### src/rtl/dsk_irq_pkg.sv
package dsk_irq_pkg;
  localparam int ADDR_W = 3;
  localparam int BYTE_W = 8;

  localparam logic [ADDR_W-1:0] A_CTRL = 3'd0;
  localparam logic [ADDR_W-1:0] A_STAT = 3'd1;
  localparam logic [ADDR_W-1:0] A_ISR  = 3'd2;
  localparam logic [ADDR_W-1:0] A_SIFR = 3'd3;
  localparam logic [ADDR_W-1:0] A_ATN  = 3'd4;

  localparam int STAT_INT  = 0;
  localparam int STAT_FULL = 1;

  localparam logic [BYTE_W-1:0] CTRL_OFF    = 8'h00;
  localparam logic [BYTE_W-1:0] CTRL_IE     = 8'h01;
  localparam logic [BYTE_W-1:0] CTRL_IE_DMA = 8'h03;
  localparam logic [4:0]        ATN_EOI     = 5'd2;

  localparam logic [3:0] ID_DONE     = 4'h1;
  localparam logic [3:0] ID_DONE_ECC = 4'h3;
  localparam logic [3:0] ID_DONE_RTY = 4'h5;
  localparam logic [3:0] ID_DONE_WRN = 4'h8;
  localparam logic [3:0] ID_ABORT    = 4'h9;
  localparam logic [3:0] ID_RESET    = 4'hA;
  localparam logic [3:0] ID_XFER_RDY = 4'hB;
  localparam logic [3:0] ID_ATTN_ERR = 4'hF;

  localparam logic [4:0] CMD_READ  = 5'd1;
  localparam logic [4:0] CMD_WRITE = 5'd2;

  typedef struct packed {
    logic spurious;
    logic dma;
    logic eoi;
    logic post_done;
    logic post_err;
    logic fatal;
  } act_t;

  typedef enum logic [3:0] {
    S_IDLE, S_CHK0, S_ISR, S_CHK1, S_W0, S_WCHK, S_WN, S_ACT, S_EOI_A, S_EOI_B
  } state_e;
endpackage

### src/rtl/dsk_irq_classify.sv
module dsk_irq_classify
  import dsk_irq_pkg::*;
(
  input  logic [3:0] id_i,
  output act_t       act_o
);
  always_comb begin
    act_o = '0;
    case (id_i)
      4'h0, 4'h2, 4'h4: act_o.spurious = 1'b1;
      ID_DONE, ID_DONE_ECC, ID_DONE_RTY, ID_DONE_WRN: begin
        act_o.post_done = 1'b1;
        act_o.eoi       = 1'b1;
      end
      ID_ABORT, ID_RESET: act_o.eoi   = 1'b1;
      ID_XFER_RDY:        act_o.dma   = 1'b1;
      ID_ATTN_ERR:        act_o.fatal = 1'b1;
      default: begin
        act_o.post_err = 1'b1;
        act_o.eoi      = 1'b1;
      end
    endcase
  end
endmodule

### src/rtl/dsk_sb_buf.sv
module dsk_sb_buf #(
  parameter int WORD_W = 16,
  parameter int DEPTH  = 8,
  localparam int IDX_W = $clog2(DEPTH)
) (
  input  logic                    clk_i,
  input  logic                    rst_ni,
  input  logic                    first_i,
  input  logic                    wr_i,
  input  logic [IDX_W-1:0]        idx_i,
  input  logic [WORD_W-1:0]       data_i,
  output logic [DEPTH*WORD_W-1:0] words_o
);
  for (genvar g = 0; g < DEPTH; g++) begin : g_word
    logic [WORD_W-1:0] mem_q;
    // first word write restarts the block: other entries drop to zero
    always_ff @(posedge clk_i or negedge rst_ni) begin
      if (!rst_ni)                                mem_q <= '0;
      else if (first_i)                           mem_q <= (g == 0) ? data_i : '0;
      else if (wr_i && idx_i == IDX_W'(g))        mem_q <= data_i;
    end
    assign words_o[g*WORD_W +: WORD_W] = mem_q;

    if (g > 0) begin : g_chk
      assert_first_clears_R5: assert property (@(posedge clk_i) disable iff (!rst_ni)
        first_i |=> words_o[g*WORD_W +: WORD_W] == '0);
    end
  end
endmodule

### src/rtl/dsk_irq_seq.sv
module dsk_irq_seq
  import dsk_irq_pkg::*;
#(
  parameter int WORD_W    = 16,
  parameter int DEPTH     = 8,
  localparam int IDX_W    = $clog2(DEPTH)
) (
  input  logic              clk_i,
  input  logic              rst_ni,
  input  logic              irq_i,
  input  logic [15:0]       reg_rdata_i,
  input  act_t              act_i,
  input  logic [WORD_W-1:0] resid_word_i,
  output logic              reg_rd_o,
  output logic              reg_wr_o,
  output logic [ADDR_W-1:0] reg_addr_o,
  output logic [BYTE_W-1:0] reg_wdata_o,
  output logic [3:0]        cls_id_o,
  output logic              sb_first_o,
  output logic              sb_wr_o,
  output logic [IDX_W-1:0]  sb_idx_o,
  output logic [WORD_W-1:0] sb_data_o,
  output logic              busy_o,
  output logic              result_valid_o,
  output logic              result_err_o,
  output logic [2:0]        dev_o,
  output logic [3:0]        int_id_o,
  output logic [4:0]        cmd_o,
  output logic [WORD_W-1:0] resid_o,
  output logic              fatal_o,
  output logic              spurious_o,
  output logic              unclaimed_o
);
  state_e            state_q;
  logic [IDX_W:0]    cnt_q, len_q, len_eff;
  logic [2:0]        dev_q;
  logic [3:0]        id_q;
  logic [4:0]        cmd_q;
  logic              cmd_ok_q;
  logic [WORD_W-1:0] resid_q;
  logic              res_v_q, res_e_q, fatal_q, spur_q, uncl_q;
  logic              st_int, st_full, more_words;

  assign st_int  = reg_rdata_i[STAT_INT];
  assign st_full = reg_rdata_i[STAT_FULL];

  // clamp length to [1, DEPTH]
  always_comb begin
    if (reg_rdata_i[15:8] == 8'd0)            len_eff = (IDX_W+1)'(1);
    else if (int'(reg_rdata_i[15:8]) > DEPTH) len_eff = (IDX_W+1)'(DEPTH);
    else                                      len_eff = (IDX_W+1)'(reg_rdata_i[15:8]);
  end

  assign more_words = (cnt_q + 1'b1) < len_q;
  assign cls_id_o   = (state_q == S_ISR) ? reg_rdata_i[3:0] : id_q;

  always_comb begin
    reg_rd_o    = 1'b0;
    reg_wr_o    = 1'b0;
    reg_addr_o  = A_STAT;
    reg_wdata_o = CTRL_OFF;
    case (state_q)
      S_IDLE:  reg_rd_o = irq_i;
      S_CHK0:  if (st_int) begin reg_rd_o = 1'b1; reg_addr_o = A_ISR; end
      S_ISR:   reg_rd_o = !act_i.spurious;
      S_CHK1:  if (st_full) begin reg_rd_o = 1'b1; reg_addr_o = A_SIFR; end
      S_W0:    reg_rd_o = (len_eff > (IDX_W+1)'(1));
      S_WCHK: begin
        reg_rd_o = 1'b1;
        if (st_full) reg_addr_o = A_SIFR;
      end
      S_WN:    reg_rd_o = more_words;
      S_ACT: begin
        reg_addr_o = A_CTRL;
        if (act_i.dma)      begin reg_wr_o = 1'b1; reg_wdata_o = CTRL_IE_DMA; end
        else if (act_i.eoi) begin reg_wr_o = 1'b1; reg_wdata_o = CTRL_OFF; end
      end
      S_EOI_A: begin reg_wr_o = 1'b1; reg_addr_o = A_ATN; reg_wdata_o = {dev_q, ATN_EOI}; end
      S_EOI_B: begin reg_wr_o = 1'b1; reg_addr_o = A_CTRL; reg_wdata_o = CTRL_IE; end
      default: ;
    endcase
  end

  assign sb_first_o = (state_q == S_W0);
  assign sb_wr_o    = (state_q == S_WN);
  assign sb_idx_o   = cnt_q[IDX_W-1:0];
  assign sb_data_o  = reg_rdata_i[WORD_W-1:0];

  always_ff @(posedge clk_i or negedge rst_ni) begin
    if (!rst_ni) begin
      state_q  <= S_IDLE;
      cnt_q    <= '0;
      len_q    <= '0;
      dev_q    <= '0;
      id_q     <= '0;
      cmd_q    <= '0;
      cmd_ok_q <= 1'b0;
      resid_q  <= '0;
      res_v_q  <= 1'b0;
      res_e_q  <= 1'b0;
      fatal_q  <= 1'b0;
      spur_q   <= 1'b0;
      uncl_q   <= 1'b0;
    end else begin
      res_v_q <= 1'b0;
      spur_q  <= 1'b0;
      uncl_q  <= 1'b0;
      case (state_q)
        S_IDLE: if (irq_i) state_q <= S_CHK0;
        S_CHK0: begin
          uncl_q  <= !st_int;
          state_q <= st_int ? S_ISR : S_IDLE;
        end
        S_ISR: begin
          dev_q    <= reg_rdata_i[7:5];
          id_q     <= reg_rdata_i[3:0];
          cmd_ok_q <= 1'b0;
          spur_q   <= act_i.spurious;
          state_q  <= act_i.spurious ? S_IDLE : S_CHK1;
        end
        S_CHK1: state_q <= st_full ? S_W0 : S_ACT;
        S_W0: begin
          cmd_q    <= reg_rdata_i[4:0];
          cmd_ok_q <= 1'b1;
          len_q    <= len_eff;
          cnt_q    <= (IDX_W+1)'(1);
          state_q  <= (len_eff > (IDX_W+1)'(1)) ? S_WCHK : S_ACT;
        end
        S_WCHK: if (st_full) state_q <= S_WN;
        S_WN: begin
          cnt_q   <= cnt_q + 1'b1;
          state_q <= more_words ? S_WCHK : S_ACT;
        end
        S_ACT: begin
          res_v_q <= act_i.post_done | act_i.post_err;
          res_e_q <= act_i.post_err;
          if (act_i.fatal) fatal_q <= 1'b1;
          if (!act_i.dma && cmd_ok_q && (cmd_q == CMD_READ || cmd_q == CMD_WRITE))
            resid_q <= resid_word_i;
          state_q <= (!act_i.dma && act_i.eoi) ? S_EOI_A : S_IDLE;
        end
        S_EOI_A: state_q <= S_EOI_B;
        S_EOI_B: state_q <= S_IDLE;
        default: state_q <= S_IDLE;
      endcase
    end
  end

  assign busy_o         = (state_q != S_IDLE);
  assign result_valid_o = res_v_q;
  assign result_err_o   = res_e_q;
  assign dev_o          = dev_q;
  assign int_id_o       = id_q;
  assign cmd_o          = cmd_q;
  assign resid_o        = resid_q;
  assign fatal_o        = fatal_q;
  assign spurious_o     = spur_q;
  assign unclaimed_o    = uncl_q;

  assert_unclaimed_after_stat_R1: assert property (@(posedge clk_i) disable iff (!rst_ni)
    unclaimed_o |-> $past(reg_rd_o && reg_addr_o == A_STAT, 2));
  assert_spurious_no_result_R3: assert property (@(posedge clk_i) disable iff (!rst_ni)
    spurious_o |-> !result_valid_o && !reg_wr_o);
  assert_cnt_bound_R5: assert property (@(posedge clk_i) disable iff (!rst_ni)
    cnt_q <= (IDX_W+1)'(DEPTH));
  assert_eoi_order_R8: assert property (@(posedge clk_i) disable iff (!rst_ni)
    (reg_wr_o && reg_addr_o == A_ATN) |=> (reg_wr_o && reg_addr_o == A_CTRL && reg_wdata_o == CTRL_IE));
  assert_fatal_sticky_R10: assert property (@(posedge clk_i) disable iff (!rst_ni)
    fatal_o |=> fatal_o);
endmodule

### src/rtl/dsk_irq_svc.sv
module dsk_irq_svc
  import dsk_irq_pkg::*;
#(
  parameter int WORD_W    = 16,
  parameter int SB_DEPTH  = 8,
  parameter int RESID_IDX = 2,
  localparam int IDX_W    = $clog2(SB_DEPTH)
) (
  input  logic                       clk_i,
  input  logic                       rst_ni,
  input  logic                       irq_i,
  output logic                       reg_rd_o,
  output logic                       reg_wr_o,
  output logic [2:0]                 reg_addr_o,
  output logic [7:0]                 reg_wdata_o,
  input  logic [15:0]                reg_rdata_i,
  output logic                       busy_o,
  output logic                       result_valid_o,
  output logic                       result_err_o,
  output logic [2:0]                 dev_o,
  output logic [3:0]                 int_id_o,
  output logic [4:0]                 cmd_o,
  output logic [WORD_W-1:0]          resid_o,
  output logic [SB_DEPTH*WORD_W-1:0] status_block_o,
  output logic                       fatal_o,
  output logic                       spurious_o,
  output logic                       unclaimed_o
);
  act_t              act;
  logic [3:0]        cls_id;
  logic              sb_first, sb_wr;
  logic [IDX_W-1:0]  sb_idx;
  logic [WORD_W-1:0] sb_data;

  dsk_irq_classify u_cls (
    .id_i  (cls_id),
    .act_o (act)
  );

  dsk_sb_buf #(.WORD_W(WORD_W), .DEPTH(SB_DEPTH)) u_buf (
    .clk_i   (clk_i),
    .rst_ni  (rst_ni),
    .first_i (sb_first),
    .wr_i    (sb_wr),
    .idx_i   (sb_idx),
    .data_i  (sb_data),
    .words_o (status_block_o)
  );

  dsk_irq_seq #(.WORD_W(WORD_W), .DEPTH(SB_DEPTH)) u_seq (
    .clk_i          (clk_i),
    .rst_ni         (rst_ni),
    .irq_i          (irq_i),
    .reg_rdata_i    (reg_rdata_i),
    .act_i          (act),
    .resid_word_i   (status_block_o[RESID_IDX*WORD_W +: WORD_W]),
    .reg_rd_o       (reg_rd_o),
    .reg_wr_o       (reg_wr_o),
    .reg_addr_o     (reg_addr_o),
    .reg_wdata_o    (reg_wdata_o),
    .cls_id_o       (cls_id),
    .sb_first_o     (sb_first),
    .sb_wr_o        (sb_wr),
    .sb_idx_o       (sb_idx),
    .sb_data_o      (sb_data),
    .busy_o         (busy_o),
    .result_valid_o (result_valid_o),
    .result_err_o   (result_err_o),
    .dev_o          (dev_o),
    .int_id_o       (int_id_o),
    .cmd_o          (cmd_o),
    .resid_o        (resid_o),
    .fatal_o        (fatal_o),
    .spurious_o     (spurious_o),
    .unclaimed_o    (unclaimed_o)
  );

  assert_xfer_rdy_no_result_R6: assert property (@(posedge clk_i) disable iff (!rst_ni)
    (reg_wr_o && reg_addr_o == 3'd0 && reg_wdata_o == 8'h03) |=> !busy_o && !result_valid_o);
endmodule

### config.mk
export PLATFORM = sky130hd
export DESIGN_NAME = dsk_irq_svc
export DESIGN_NICKNAME = d
export VERILOG_FILES = /design/src/rtl/dsk_irq_pkg.sv /design/src/rtl/dsk_irq_classify.sv /design/src/rtl/dsk_sb_buf.sv /design/src/rtl/dsk_irq_seq.sv /design/src/rtl/dsk_irq_svc.sv
export SDC_FILE = /design/constraint.sdc
export NUM_CORES = 1
export LEC_CHECK = 0
export ABC_AREA = 1
export BUFFER_PORTS_ARGS = -buffer_cell sky130_fd_sc_hd__buf_2
export CAP_MARGIN = 15
export CORE_ASPECT_RATIO = 1.1
export CORE_MARGIN = 1
export CORE_UTILIZATION = 40
export CTS_CLUSTER_DIAMETER = 100
export DETAILED_ROUTE_END_ITERATION = 8
export GPL_ROUTABILITY_DRIVEN = 0
export PLACE_DENSITY = 0.7
export SKIP_LAST_GASP = 1
export SLEW_MARGIN = 20
export SYNTH_ARGS = -nofsm -noshare
export SYNTH_HDL_FRONTEND = slang
export SYNTH_SLANG_ARGS = --single-unit
export TNS_END_PERCENT = 5
### constraint.sdc
create_clock -name clk_i -period 5.5 [get_ports clk_i]
set_input_delay 0.55 -clock clk_i [delete_from_list [all_inputs] [get_ports clk_i]]
set_output_delay 0.55 -clock clk_i [all_outputs]
set_load 0.02 [all_outputs]
==> metrics.txt <==
synth unique cells 31; pin count of the biggest net entering global routing 78; multiplexer share of the synthesized area 0.805%; Max Slew Vio Count 0; n_diodes 0; power consumption 6.02 mW; Logic pwr share 44.2%; Critical Path Source u_seq.state_q[1]; Simple-Gate Fraction of Synth Area 15.4%; measured slew at the worst slew-check pin 0.848 ns; final layout net count 952; async set-reset flop share out of synthesis 100%; Final Hold Violating Endpoints 0; MaxCap Viol Count 0; Syn Area/Cell 9.41 sq um; first-pass GRT wire length 29,100 microns; Clk pin slew, worst setup/hold paths 0.07 ns; Compound-Gate Fraction of Synth Area 13.1%; initial antenna violation count 0; final instance area 0.00870 sq mm; CP max stage delay 0.43 ns; net load switching power 2.75 mW; final setup fails 0; largest family of logic cells by synthesized area simple AND/OR/NAND/NOR gates; crit-path max FO 12; Initial DRC Count 339; final wirelength 18,900 microns; Setup Skew 0.0125 ns; Area after DPL 0.00810 sq mm; Pre-antenna DRT Iters 6; proportion of layout cells with a drive suffix above 1 26.6%; outcome completed; Synth area leader dfrtp_1; Cell Int Power 3.27 mW; most numerous cell in the Yosys netlist nand2_1; IO Pins 194; Mapped Cells 743; Core Region 0.0171 sq mm; Pleak 4.58 nW; Area Overhead vs Synth 24.4%; Crit. End Element primary output; Max Freq 0.350 GHz; Clock Tree Root clkbuf_16; fin crit share 52.0%; area of the multi-input gates 0.00221 sq mm; Hold WS 0.141 ns; vias in the first global route 5,340; synth top area cells dfrtp_1 62%, nand2_1 10%, o21ai_0 9.7%, inv_1 3.9%, nor2_1 2.4%; fill cell count 1,630; WL/cell 16.1 microns; CP cell instances inv_2 -> nor2_4 -> nand2_2 -> nand2_1 -> nand2_1 -> inv_1 -> nand2_2 -> nor2_1 -> nand2_1 -> a21oi_1 -> buf_2; Post-CTS Setup Inserts 0; CP startpoint kind register; FF+latch area 0.00435 sq mm; critical path depth 11; peak supply drop 274 uV; switch share 45.7%; HPWL after DPL 13,400 microns; Post-synth EDFFs 0; # H-tree levels 4; PostCTS Resize Cnt 0; post-synth top area share 62.3%; CP required 4.95 ns; Worst Hold Class primary input to asynchronous set/reset pin; Final ANT Viol Nets 0; xor/xnor share of the synthesized area 0.251%; most used cell, CP nand2_1; Die Wd 128 microns; CP Class register to primary output; Most used DFF post-synth dfrtp_1; Synth Area in Adders 1.61%; reg2reg start u_seq.state_q[1]; Rel. slew slack 43.4%; Cell Area, Synth 0.00699 sq mm; power per cell area 692 mW/mm^2; setup TNS 0 ns; CTS max path bufs 2; Slowest-stage cell, CP dfrtp_1; GRT Total Usage 21.5%; CTS Hold Buffers Added 0; Congestion Overflow GR 0; height of the die 141 microns; top cell family by delay on the critical path simple AND/OR/NAND/NOR gates; FF+latch count, synth 174; CTS tree built; Port Buffer Count 190; Buf/Inv on CP 3; final period demand of the worst path 2.86 ns; CTS Sinks 174; CTS Buf Count 17; Worst Reg-to-Reg Cells 8; Synth Warn # 0; Clock Latency Late Sink 0.43 ns; Flop pwr share 36.2%; clock share of power 19.6%; CP arrival 2.31 ns; vias per cell 4.84; DR vias 5,671; sequential share of the synthesized area 62.3%; DRC viols 0; top cells by count, synth 187 x nand2_1, 174 x dfrtp_1, 135 x o21ai_0, 72 x inv_1, 44 x nor2_1; # rows 50; die area 0.0180 sq mm; RSZ-0062 raised after global routing no; Initial Utilization 40.9%
## stage by stage
step | utilization, % | instances | setup WS, ns
global placement | 47.4 | 1139 | 3.12
floorplan | - | 745 | 3.17
detailed placement | 47.4 | 1139 | 3.07
finish | 50.9 | 1171 | 2.64
global route | 50.9 | 1171 | 2.46
CTS | 50.8 | 1171 | 2.64
## power groups by stage
stage	logic (mW)	registers, mW	clock network [mW]
4_1_cts	2.67	2.18	1.20
3_5_place_dp	2.66	2.20	0
5_1_grt	2.94	2.25	1.24
6_report	2.66	2.18	1.18
3_3_place_gp	2.61	2.19	0
2_1_floorplan	1.07	2.83	0
## final timing paths
path,slack (ns),endpoint
worst max-delay path,2.64,reg_wdata_o[0]
worst min-delay path,0.14,u_buf.g_word[1].mem_q[8]
worst max register to register,3.04,u_buf.g_word[2].mem_q[12]
worst min register to register,0.46,u_seq.fatal_o
max in group asynchronous,4.18,u_buf.g_word[7].mem_q[0]
min in group clk_i,0.36,u_seq.unclaimed_o
## flip-flops by register name, summed over array words and instances, names as in the netlist
name / flops
u_seq.state_q: 4
u_buf.g_word.mem_q: 128
u_seq.cnt_q: 4
u_seq.int_id_o: 4
u_seq.spurious_o: 1
u_seq.len_q: 4
u_seq.dev_o: 3
u_seq.result_err_o: 1
u_seq.unclaimed_o: 1
u_seq.cmd_o: 5
u_seq.resid_o: 16
u_seq.cmd_ok_q: 1
u_seq.result_valid_o: 1
u_seq.fatal_o: 1
## cell type report
type | count | share of cell area, %
clock inverter | 14 | 1.65
timing repair buffer | 192 | 11.2
inverter | 77 | 3.32
tap | 234 | 3.37
sequential | 174 | 50.1
multi-input combinational | 462 | 25.4
clock buffer | 18 | 5.05
## logic make-up after synthesis
logic type,count (synthesis)
adder cells (fa/ha/maj),9
multiplexers,5
AO/OA/AOI/OAI,177
flip-flops,174
other,1
buffers and inverters,109
AND/OR/NAND/NOR,266
XOR/XNOR,2
## placed cells by master (no fill, tap or decap), drive strengths merged
master / count
o21ai: 155
ha: 9
buf: 192
nand3: 14
xor2: 2
nand3b: 1
o22ai: 2
nand4: 2
inv: 85
a21oi: 15
dfrtp: 174
nor4: 2
clkbuf: 18
o2111ai: 1
mux2: 5
a21o: 1
nor3: 4
clkinv: 6
nand2: 194
conb: 3
nor2: 49
a31oi: 1
o21a: 1
a311oi: 1
## worst reg2reg max path: cells and delay by family, from the launching register on
| kind | cells | cell delay (ns) |
|---|---|---|
| buf+inv | 3 | 0.62 |
| simple gates | 4 | 1.16 |
| flops | 1 | 0.44 |
| compound gates | 1 | 0.08 |
## routing by layer
layer	track usage (%)	vias up	routed length (microns)
met1	28.5	2693	8420
met4	9.29	0	505
met5	0	-	0
met3	4.74	34	1230
met2	34.1	201	8760
li1	-	2743	-
No activity file was read; power rests on OpenSTA's default activity.
